File: src/rtl/itimer_pkg.sv
package itimer_pkg;

  // Fixed register offsets (bytes)
  localparam int OFS_IRQ_EN   = 'h00;
  localparam int OFS_IRQ_PEND = 'h04;
  localparam int OFS_CH_BASE  = 'h10;
  localparam int CH_STRIDE    = 'h10;
  localparam int OFS_CTRL     = 'h0;
  localparam int OFS_INTV     = 'h4;
  localparam int OFS_CUR      = 'h8;

  localparam int SRC_SEL_W = 2;
  localparam int PRE_W     = 3;
  localparam int CTRL_W    = 8;

  // Control word, msb first: single, prescale, source, reload, run
  typedef struct packed {
    logic                 single;
    logic [PRE_W-1:0]     pre;
    logic [SRC_SEL_W-1:0] src;
    logic                 reload;
    logic                 run;
  } ctrl_t;

endpackage

File: src/rtl/itimer_prescaler.sv
module itimer_prescaler #(
  parameter int NUM_SRC = 4,
  parameter int SEL_W   = 2,
  parameter int PRE_W   = 3
) (
  input  logic               clk,
  input  logic               rst,
  input  logic               clr,
  input  logic [NUM_SRC-1:0] tick_src,
  input  logic [SEL_W-1:0]   src_sel,
  input  logic [PRE_W-1:0]   pre,
  output logic               tick_out
);

  localparam int DIV_W = (1 << PRE_W) - 1;

  logic             src_tick;
  logic [DIV_W-1:0] div_cnt;
  logic [DIV_W-1:0] div_mask;

  // Source multiplexer
  always_comb begin
    src_tick = 1'b0;
    for (int i = 0; i < NUM_SRC; i++) begin
      if (src_sel == SEL_W'(i)) src_tick = tick_src[i];
    end
  end

  // Mask of the low prescaler bits that must all be one
  always_comb div_mask = DIV_W'((32'd1 << pre) - 32'd1);

  always_ff @(posedge clk) begin
    if (rst || clr) div_cnt <= '0;
    else if (src_tick) div_cnt <= div_cnt + 1'b1;
  end

  assign tick_out = src_tick && !clr && ((div_cnt & div_mask) == div_mask);

endmodule

File: src/rtl/itimer_channel.sv
module itimer_channel
  import itimer_pkg::*;
#(
  parameter int CNT_W   = 32,
  parameter int DATA_W  = 32,
  parameter int NUM_SRC = 4
) (
  input  logic               clk,
  input  logic               rst,
  input  logic [NUM_SRC-1:0] tick_src,
  input  logic               ctrl_wr,
  input  logic               intv_wr,
  input  logic               cur_wr,
  input  logic [DATA_W-1:0]  wdata,
  output ctrl_t              ctrl_q,
  output logic [CNT_W-1:0]   intv_q,
  output logic [CNT_W-1:0]   cur_q,
  output logic               expire
);

  logic div_tick;
  logic step;
  logic at_zero;
  logic at_one;
  logic reload_mode;

  itimer_prescaler #(
    .NUM_SRC (NUM_SRC),
    .SEL_W   (SRC_SEL_W),
    .PRE_W   (PRE_W)
  ) u_prescaler (
    .clk      (clk),
    .rst      (rst),
    .clr      (!ctrl_q.run),
    .tick_src (tick_src),
    .src_sel  (ctrl_q.src),
    .pre      (ctrl_q.pre),
    .tick_out (div_tick)
  );

  // A software write to this channel's control or count cancels the tick
  assign step        = ctrl_q.run && div_tick && !ctrl_wr && !cur_wr;
  assign at_zero     = (cur_q == '0);
  assign at_one      = (cur_q == CNT_W'(1));
  assign reload_mode = ctrl_q.reload && !ctrl_q.single;
  assign expire      = step && at_one;

  always_ff @(posedge clk) begin
    if (rst) begin
      ctrl_q <= '0;
      intv_q <= '0;
      cur_q  <= '0;
    end else begin
      if (intv_wr) intv_q <= wdata[CNT_W-1:0];

      if (ctrl_wr) ctrl_q <= ctrl_t'(wdata[CTRL_W-1:0]);
      else if (step && !reload_mode && (at_one || at_zero)) ctrl_q.run <= 1'b0;

      if (cur_wr) begin
        cur_q <= wdata[CNT_W-1:0];
      end else if (step) begin
        if (!at_zero) cur_q <= cur_q - 1'b1;
        else if (reload_mode) cur_q <= intv_q;
      end
    end
  end

endmodule

File: src/rtl/itimer_bank.sv
module itimer_bank
  import itimer_pkg::*;
#(
  parameter int NUM_CH  = 6,
  parameter int CNT_W   = 32,
  parameter int NUM_SRC = 4,
  parameter int ADDR_W  = 8,
  parameter int DATA_W  = 32
) (
  input  logic               clk,
  input  logic               rst,
  input  logic [NUM_SRC-1:0] tick_src,
  input  logic               bus_wr,
  input  logic               bus_rd,
  input  logic [ADDR_W-1:0]  bus_addr,
  input  logic [DATA_W-1:0]  bus_wdata,
  output logic [DATA_W-1:0]  bus_rdata,
  output logic               irq
);

  localparam logic [ADDR_W-1:0] A_EN   = ADDR_W'(OFS_IRQ_EN);
  localparam logic [ADDR_W-1:0] A_PEND = ADDR_W'(OFS_IRQ_PEND);

  logic [NUM_CH-1:0]            irq_en_q;
  logic [NUM_CH-1:0]            irq_pend_q;
  ctrl_t [NUM_CH-1:0]           ch_ctrl;
  logic [NUM_CH-1:0][CNT_W-1:0] ch_intv;
  logic [NUM_CH-1:0][CNT_W-1:0] ch_cur;
  logic [NUM_CH-1:0]            ch_expire;
  logic [NUM_CH-1:0]            ch_ctrl_wr;
  logic [NUM_CH-1:0]            ch_intv_wr;
  logic [NUM_CH-1:0]            ch_cur_wr;
  logic [NUM_CH-1:0]            ch_run;
  logic [NUM_CH-1:0]            ch_reload;
  logic [NUM_CH-1:0]            ch_single;
  logic [NUM_CH-1:0]            pend_clr;
  logic [DATA_W-1:0]            rd_val;

  for (genvar g = 0; g < NUM_CH; g++) begin : g_ch
    localparam logic [ADDR_W-1:0] A_CTRL = ADDR_W'(OFS_CH_BASE + g * CH_STRIDE + OFS_CTRL);
    localparam logic [ADDR_W-1:0] A_INTV = ADDR_W'(OFS_CH_BASE + g * CH_STRIDE + OFS_INTV);
    localparam logic [ADDR_W-1:0] A_CUR  = ADDR_W'(OFS_CH_BASE + g * CH_STRIDE + OFS_CUR);

    assign ch_ctrl_wr[g] = bus_wr && (bus_addr == A_CTRL);
    assign ch_intv_wr[g] = bus_wr && (bus_addr == A_INTV);
    assign ch_cur_wr[g]  = bus_wr && (bus_addr == A_CUR);

    itimer_channel #(
      .CNT_W   (CNT_W),
      .DATA_W  (DATA_W),
      .NUM_SRC (NUM_SRC)
    ) u_channel (
      .clk      (clk),
      .rst      (rst),
      .tick_src (tick_src),
      .ctrl_wr  (ch_ctrl_wr[g]),
      .intv_wr  (ch_intv_wr[g]),
      .cur_wr   (ch_cur_wr[g]),
      .wdata    (bus_wdata),
      .ctrl_q   (ch_ctrl[g]),
      .intv_q   (ch_intv[g]),
      .cur_q    (ch_cur[g]),
      .expire   (ch_expire[g])
    );

    assign ch_run[g]    = ch_ctrl[g].run;
    assign ch_reload[g] = ch_ctrl[g].reload;
    assign ch_single[g] = ch_ctrl[g].single;
  end

  // Write-one-to-clear mask; a same-cycle expiry overrides it
  assign pend_clr = (bus_wr && bus_addr == A_PEND) ? bus_wdata[NUM_CH-1:0] : '0;

  always_ff @(posedge clk) begin
    if (rst) begin
      irq_en_q   <= '0;
      irq_pend_q <= '0;
      irq        <= 1'b0;
    end else begin
      if (bus_wr && bus_addr == A_EN) irq_en_q <= bus_wdata[NUM_CH-1:0];
      irq_pend_q <= (irq_pend_q & ~pend_clr) | ch_expire;
      irq        <= |(irq_pend_q & irq_en_q);
    end
  end

  // Read multiplexer
  always_comb begin
    rd_val = '0;
    if (bus_addr == A_EN)   rd_val[NUM_CH-1:0] = irq_en_q;
    if (bus_addr == A_PEND) rd_val[NUM_CH-1:0] = irq_pend_q;
    for (int g = 0; g < NUM_CH; g++) begin
      if (bus_addr == ADDR_W'(OFS_CH_BASE + g * CH_STRIDE + OFS_CTRL))
        rd_val[CTRL_W-1:0] = ch_ctrl[g];
      if (bus_addr == ADDR_W'(OFS_CH_BASE + g * CH_STRIDE + OFS_INTV))
        rd_val[CNT_W-1:0] = ch_intv[g];
      if (bus_addr == ADDR_W'(OFS_CH_BASE + g * CH_STRIDE + OFS_CUR))
        rd_val[CNT_W-1:0] = ch_cur[g];
    end
  end

  always_ff @(posedge clk) begin
    if (rst) bus_rdata <= '0;
    else if (bus_rd) bus_rdata <= rd_val;
  end

endmodule

File: config.mk
export PLATFORM = sky130hd
export DESIGN_NAME = itimer_bank
export DESIGN_NICKNAME = d
export VERILOG_FILES = /design/src/rtl/itimer_pkg.sv /design/src/rtl/itimer_prescaler.sv /design/src/rtl/itimer_channel.sv /design/src/rtl/itimer_bank.sv
export SDC_FILE = /design/constraint.sdc
export NUM_CORES = 2
export LEC_CHECK = 0
export ABC_AREA = 1
export BUFFER_PORTS_ARGS = -buffer_cell sky130_fd_sc_hd__buf_4
export CORE_MARGIN = 2
export CORE_UTILIZATION = 65
export DETAILED_ROUTE_END_ITERATION = 10
export GPL_ROUTABILITY_DRIVEN = 0
export PLACE_DENSITY = 0.95
export SLEW_MARGIN = 20
export SYNTH_ARGS = -nofsm -noshare
export SYNTH_HDL_FRONTEND = slang
export SYNTH_SLANG_ARGS = --single-unit
File: constraint.sdc
create_clock -name clk -period 4.3 [get_ports clk]
set_input_delay 0.215 -clock clk [delete_from_list [all_inputs] [get_ports clk]]
set_output_delay 0.215 -clock clk [all_outputs]
set_load 0.1 [all_outputs]
# Word-level counts from Yosys, hierarchy flattened
# Index checks and enable logic that the tools add are counted.
# W data, S select, Z words.
# totals
register_bits	519
inputBits	48
word_cells	370
# op_classes
addsub	18
eq_ne	55
shift	6
mux	81
bitwise_logic	10
reduce_logical	148
# ops
op	n
$mux W32	36
$eq A32 B1 Y1 const B	6
$logic_not A32 Y1	6
$sub A32 B1 Y32 const B	6
$logic_and A1 B1 Y1	74
$eq A8 B7 Y1 const B	9
$eq A8 B6 Y1 const B	6
$mux W8	6
$add A7 B1 Y7 const B	6
$and A7 B7 Y7	6
$eq A7 B7 Y1	6
$shl A1 B3 Y7 const A	6
$sub A7 B1 Y7 const B	6
$mux W1	36
$logic_not A1 Y1	30
$eq A2 B2 Y1 const B	12
$eq A8 B5 Y1 const B	3
$reduce_bool A2 Y1	12
$mux W6	3
$ne A3 B2 Y1 const B	6
$and A6 B6 Y6	2
$eq A2 B1 Y1 const B	6
$logic_not A2 Y1	6
$logic_or A1 B1 Y1	12
other kinds (6)	11

# Logic depth before layout (Yosys ltp)
# logic_depth
depth_word	21
depth_mapped	18
depth_no_buf	18

# Modules after synthesis
# From an unflattened synthesis, not the netlist that was laid out.
# unflattened
hier_cells	5789
hier_area_um2	34117.7
# by_module_without_submodules
module	n_inst	cells_per_inst	area_each_um2	seq_area_each_um2
itimer_channel (g_ch[2].u_channel ...)	4	697	4204.0	1441.4
itimer_channel (g_ch[0].u_channel ...)	2	707	4352.9	1441.4
itimer_bank	1	1020	5285.1	900.9
itimer_prescaler (g_ch[0].u_channel.u_prescaler ...)	5	94	549.3	140.1
itimer_prescaler (g_ch[5].u_channel.u_prescaler)	1	97	564.3	140.1

# Worst setup path after synthesis
# Ideal clock, no wire load.
# synth_timing
path_kind	flip-flop to flip-flop
from	register g_ch[0].u_channel.cur_q[0]
to	register g_ch[0].u_channel.cur_q[30]
setup_time_ps	128
arrival_time_ps	2165
required_time_ps	4172
setup_slack_ps	2007
stages_incl_launch_ff	16
n_path_buf	0
synth_period_minus_slack_ps	2293
path_cell_list	dfxtp_1 > inv_1 > ha_1 > nand2_1 > nor2_4 > inv_1 > nor2_1 > inv_2 > nor3_2 > nand3_1 > or2_1 > nor3_2 > xor2_1 > nand2_1 > a31oi_1 > nor2_1
# synth_between
elab_chain_cells	4
word_cells_on_any_way	7
# synth_lines
item	line_no	rtl
start, declared	itimer_channel.sv:17	output logic [CNT_W-1:0] cur_q,
start signal, assigned	itimer_channel.sv:60	cur_q <= wdata[CNT_W-1:0];
start signal, assigned	itimer_channel.sv:62	if (!at_zero) cur_q <= cur_q - 1'b1;
start signal, assigned	itimer_channel.sv:63	else if (reload_mode) cur_q <= intv_q;
$sub A32 B1 Y32 / $logic_not A32 Y1 (equally long branches)	itimer_channel.sv:62, itimer_channel.sv:43	
$mux W32	itimer_channel.sv:62	
$mux W32	itimer_channel.sv:61	end else if (step) begin
$mux W32	itimer_channel.sv:59	if (cur_wr) begin
# Parallel ways exist; a longest one is shown, timed or not. The select of a mux whose other input is x is not followed.
# A chain may end at the register's enable or synchronous reset.

# Worst setup path after layout
# layout_timing
from	register g_ch[4].u_channel.cur_q[20]
to	register g_ch[4].u_channel.cur_q[3]
# layout_between
elab_chain_cells	4
word_cells_on_any_way	6
# layout_lines
item	line_no	rtl
start, declared	itimer_channel.sv:17	
start signal, assigned	itimer_channel.sv:60	
start signal, assigned	itimer_channel.sv:62	
start signal, assigned	itimer_channel.sv:63	
$logic_not A32 Y1 *	itimer_channel.sv:43	assign at_zero = (cur_q == '0);
$mux W32	itimer_channel.sv:62	
$mux W32	itimer_channel.sv:61	
$mux W32	itimer_channel.sv:59	
# Mark *: on every way between the ends. The rest lies on a longest branch, timed or not. The select of a mux whose other input is x is not followed.

==> qor.csv <==
stage,metric,value,unit
synth,top-area cell type share of the netlist area,0.345,
run,Max Cap Violations,0,
route,number of DRC markers in iteration 0,6516,
sta,Max Freq,272,MHz
placement,hpwl dp,71600,µm
floorplan,io pins,81,
pwr,total power,10.3,mW
synth,count of different cell masters after synthesis,57,
synth,"area leader, netlist",dfxtp_1,
sta,number of failing hold endpoints at the final stage,0,
cells_and_area,fillers,3468,
route,DRC Markers,0,
cts,clk buf depth,3,
floorplan,row count,78,
min_path,hold depth,3,
synth,Avg Inst Size Synth,6.50,µm²
pwr,pwr dens,312,nW/µm²
cts,cts bufs inserted,55,
cts,CTS H-tree depth,2,
sta,Final min period,3.68,ns
route,DR pass1 iterations,10,
cts,CTS tree,yes,
synth,Post-Syn Area,30100,µm²
critical_path,kind of critical path,reg -> reg,
global_routing,largest net degree at the start of global routing,199,
critical_path,Worst Path Max Fanout,15,
route,Vias per Instance,6.66,
placement,PortBufs,80,
pwr,leakage,13.2,nW
synth,Post-Syn Nets,4703,
sta,Slew Limit Fails,0,
floorplan,Die Height,219,µm
global_routing,first-pass GRT wire length,164000,µm
floorplan,chip width,219,µm
synth,YS warnings,0,
synth,post-synthesis sequential element count,519,
pwr,worst IR drop on VDD,339,µV
synth,top post-synthesis cells by area,"dfxtp_1 (35%), nand2_1 (10%), o21ai_0 (8.4%)",
cts,register clock-pin slew on the reported worst setup and hold paths,0.06,ns
route,WL/cell,20.3,µm
sta,RSZ-0062 raised after global routing,no,
global_routing,initial antenna violation count,0,
floorplan,Placeable Area,45600,µm²
critical_path,Crit. End Element,flip-flop,
sta,Rel. slew slack,0.192,
route,Via Count,34904,
cts,worst-skew pair later-pin latency,0.65,ns
sta,worst slew pin tran,1.21,ns
synth,number of synthesized flops with an enable pin,0,
global_routing,vias in the first global route,31171,
sta,Setup-failing EPs final,0,
cts,# clock sinks,519,
sta,Tcrit/Tclk final,0.855,
critical_path,"Req. time, crit path",4.83,ns
sta,skew final,0.0395,ns
cells_and_area,"most common cell after layout, fill and taps aside",nand2_1,
floorplan,Die ar.,48000,µm²
route,post-route antenna net violation count,0,
cts,postcts setup bufs,0,
global_routing,Overflow after GRT,0,
cts,Root Buffer,clkbuf_16,
run_status,status,completed,
floorplan,initial core utilization,0.660,
cells_and_area,Final nets,4667,
route,DRT Wirelength,106000,µm
synth,"Top FF cell, synth",dfxtp_1,
cells_and_area,final core utilization,0.723,
critical_path,"Arr. time, crit path",4.21,ns
min_path,min-delay worst type,in -> reg,
cells_and_area,Area Growth Syn to Fin,9.52,%
cells_and_area,"commonest cells after routing, fill and taps aside","nand2_1 (831), inv_1 (536), dfxtp_1 (519), nor2_1 (511), o21ai_0 (504)",
critical_path,Startpoint Class,flip-flop,
synth,"Seq/Total Area, Yosys",0.345,
cells_and_area,layout cells sized above 1,0.0726,
cells_and_area,Antenna Cells,0,
critical_path,minimum setup slack among reg-to-reg paths,0.62,ns
sta,TNS Setup,0,ns
critical_path,R2R depth,10,
synth,async set-reset flop share out of synthesis,0,
global_routing,Overall Global Routing Usage,0.426,
synth,Synth Instances,4631,
where the power goes:
part	internal, mW	switching [mW]
logic	0.141	0.448
clock network	2.78	2.09
registers	4.81	0.00655
what timing repair did:
item / in CTS / in global routing
hold buffers: 31 / 0
endpoints found under the hold margin: 101 / 0
resized for setup: 0 / 0
metal layers:
layer  track usage  share of wire  vias up  wire length, µm
li1              -              -    15539                -
met1         0.548           0.35    15475            37200
met2         0.619           0.41     3095            43100
met3        0.0937           0.15      795            15600
met4         0.336          0.097        0            10300
met5             0              0        -                0
cell usage after synthesis, types with 6 or more instances:
cell type and n:
nor2_4 12, a221oi_1 36, o311ai_0 6, nand3b_1 8, a211oi_1 8, nor2_1 513
nand4_1 79, inv_1 537, a21oi_1 476, o21ai_1 11, nand3_1 209, o221ai_1 19
o22ai_1 89, nand2_1 832, nor2_2 29, o2111ai_1 23, a31oi_1 131, nor3_2 9
inv_2 34, clkinv_1 7, o21ai_0 504, ha_1 24, o211ai_1 43, dfxtp_1 519
clkbuf_1 192, buf_2 46, xnor2_1 23, nor3_1 48, nor4_1 25, buf_1 10
xor2_1 61, o21bai_1 10
registers in the layout, summed over array words and instances (netlist names):
register and count:
g_ch.u_channel.cur_q 192, g_ch.u_channel.ctrl_q 48, g_ch.u_channel.u_prescaler.div_cnt 42, irq_pend_q 6, g_ch.u_channel.intv_q 192, irq_en_q 6
bus_rdata 32, irq 1
layout make-up:
| type | count | area (µm²) | share of cell area |
|---|---|---|---|
| Clock buffer | 84 | 1670 | 0.0506 |
| Inverter | 578 | 2170 | 0.0659 |
| Sequential cell | 519 | 10400 | 0.315 |
| Multi-Input combinational cell | 3278 | 16500 | 0.500 |
| Timing Repair Buffer | 163 | 1330 | 0.0405 |
| Tap cell | 600 | 751 | 0.0228 |
| Clock inverter | 17 | 153 | 0.00463 |
critical path, stage by stage, from the launching register on:
cell      delay, ns
dfxtp_1        0.51
nor2_1         0.11
nand2_1        0.13
nor2_1         0.08
nand3_1        0.18
nor2_1         0.06
nand2_1        0.44
clkinv_1       0.62
a21oi_2        0.94
o21ai_0        0.30
a31oi_1        0.19
per-stage QoR:
stage	hold slack, ns	setup WS, ns	area, µm²	std cells
CTS	0.00190	1.03	32900	5239
floorplan	0.351	2.01	30100	4631
global placement	0.447	0.690	30800	5107
global route	0.0105	0.573	33000	5239
finish	0.0174	0.622	33000	5239
detailed placement	0.451	0.549	30800	5107
cells by family after synthesis:
family,Yosys count,synth area share
simple gates,1784,0.254
compound gates,1386,0.259
buf+inv,834,0.107
flops,519,0.345
xor+xnor,84,0.0245
fa+ha+maj,24,0.00998
path summary, 6_finish.rpt:
| check | start | to |
|---|---|---|
| max | g_ch[4].u_channel.cur_q[20] | g_ch[4].u_channel.cur_q[3] |
| min | bus_wdata[2] | g_ch[0].u_channel.cur_q[2] |
| max reg2reg | g_ch[4].u_channel.cur_q[20] | g_ch[4].u_channel.cur_q[3] |
| min reg2reg | g_ch[3].u_channel.intv_q[12] | g_ch[3].u_channel.intv_q[12] |
No activity file was read; power rests on OpenSTA's default activity.
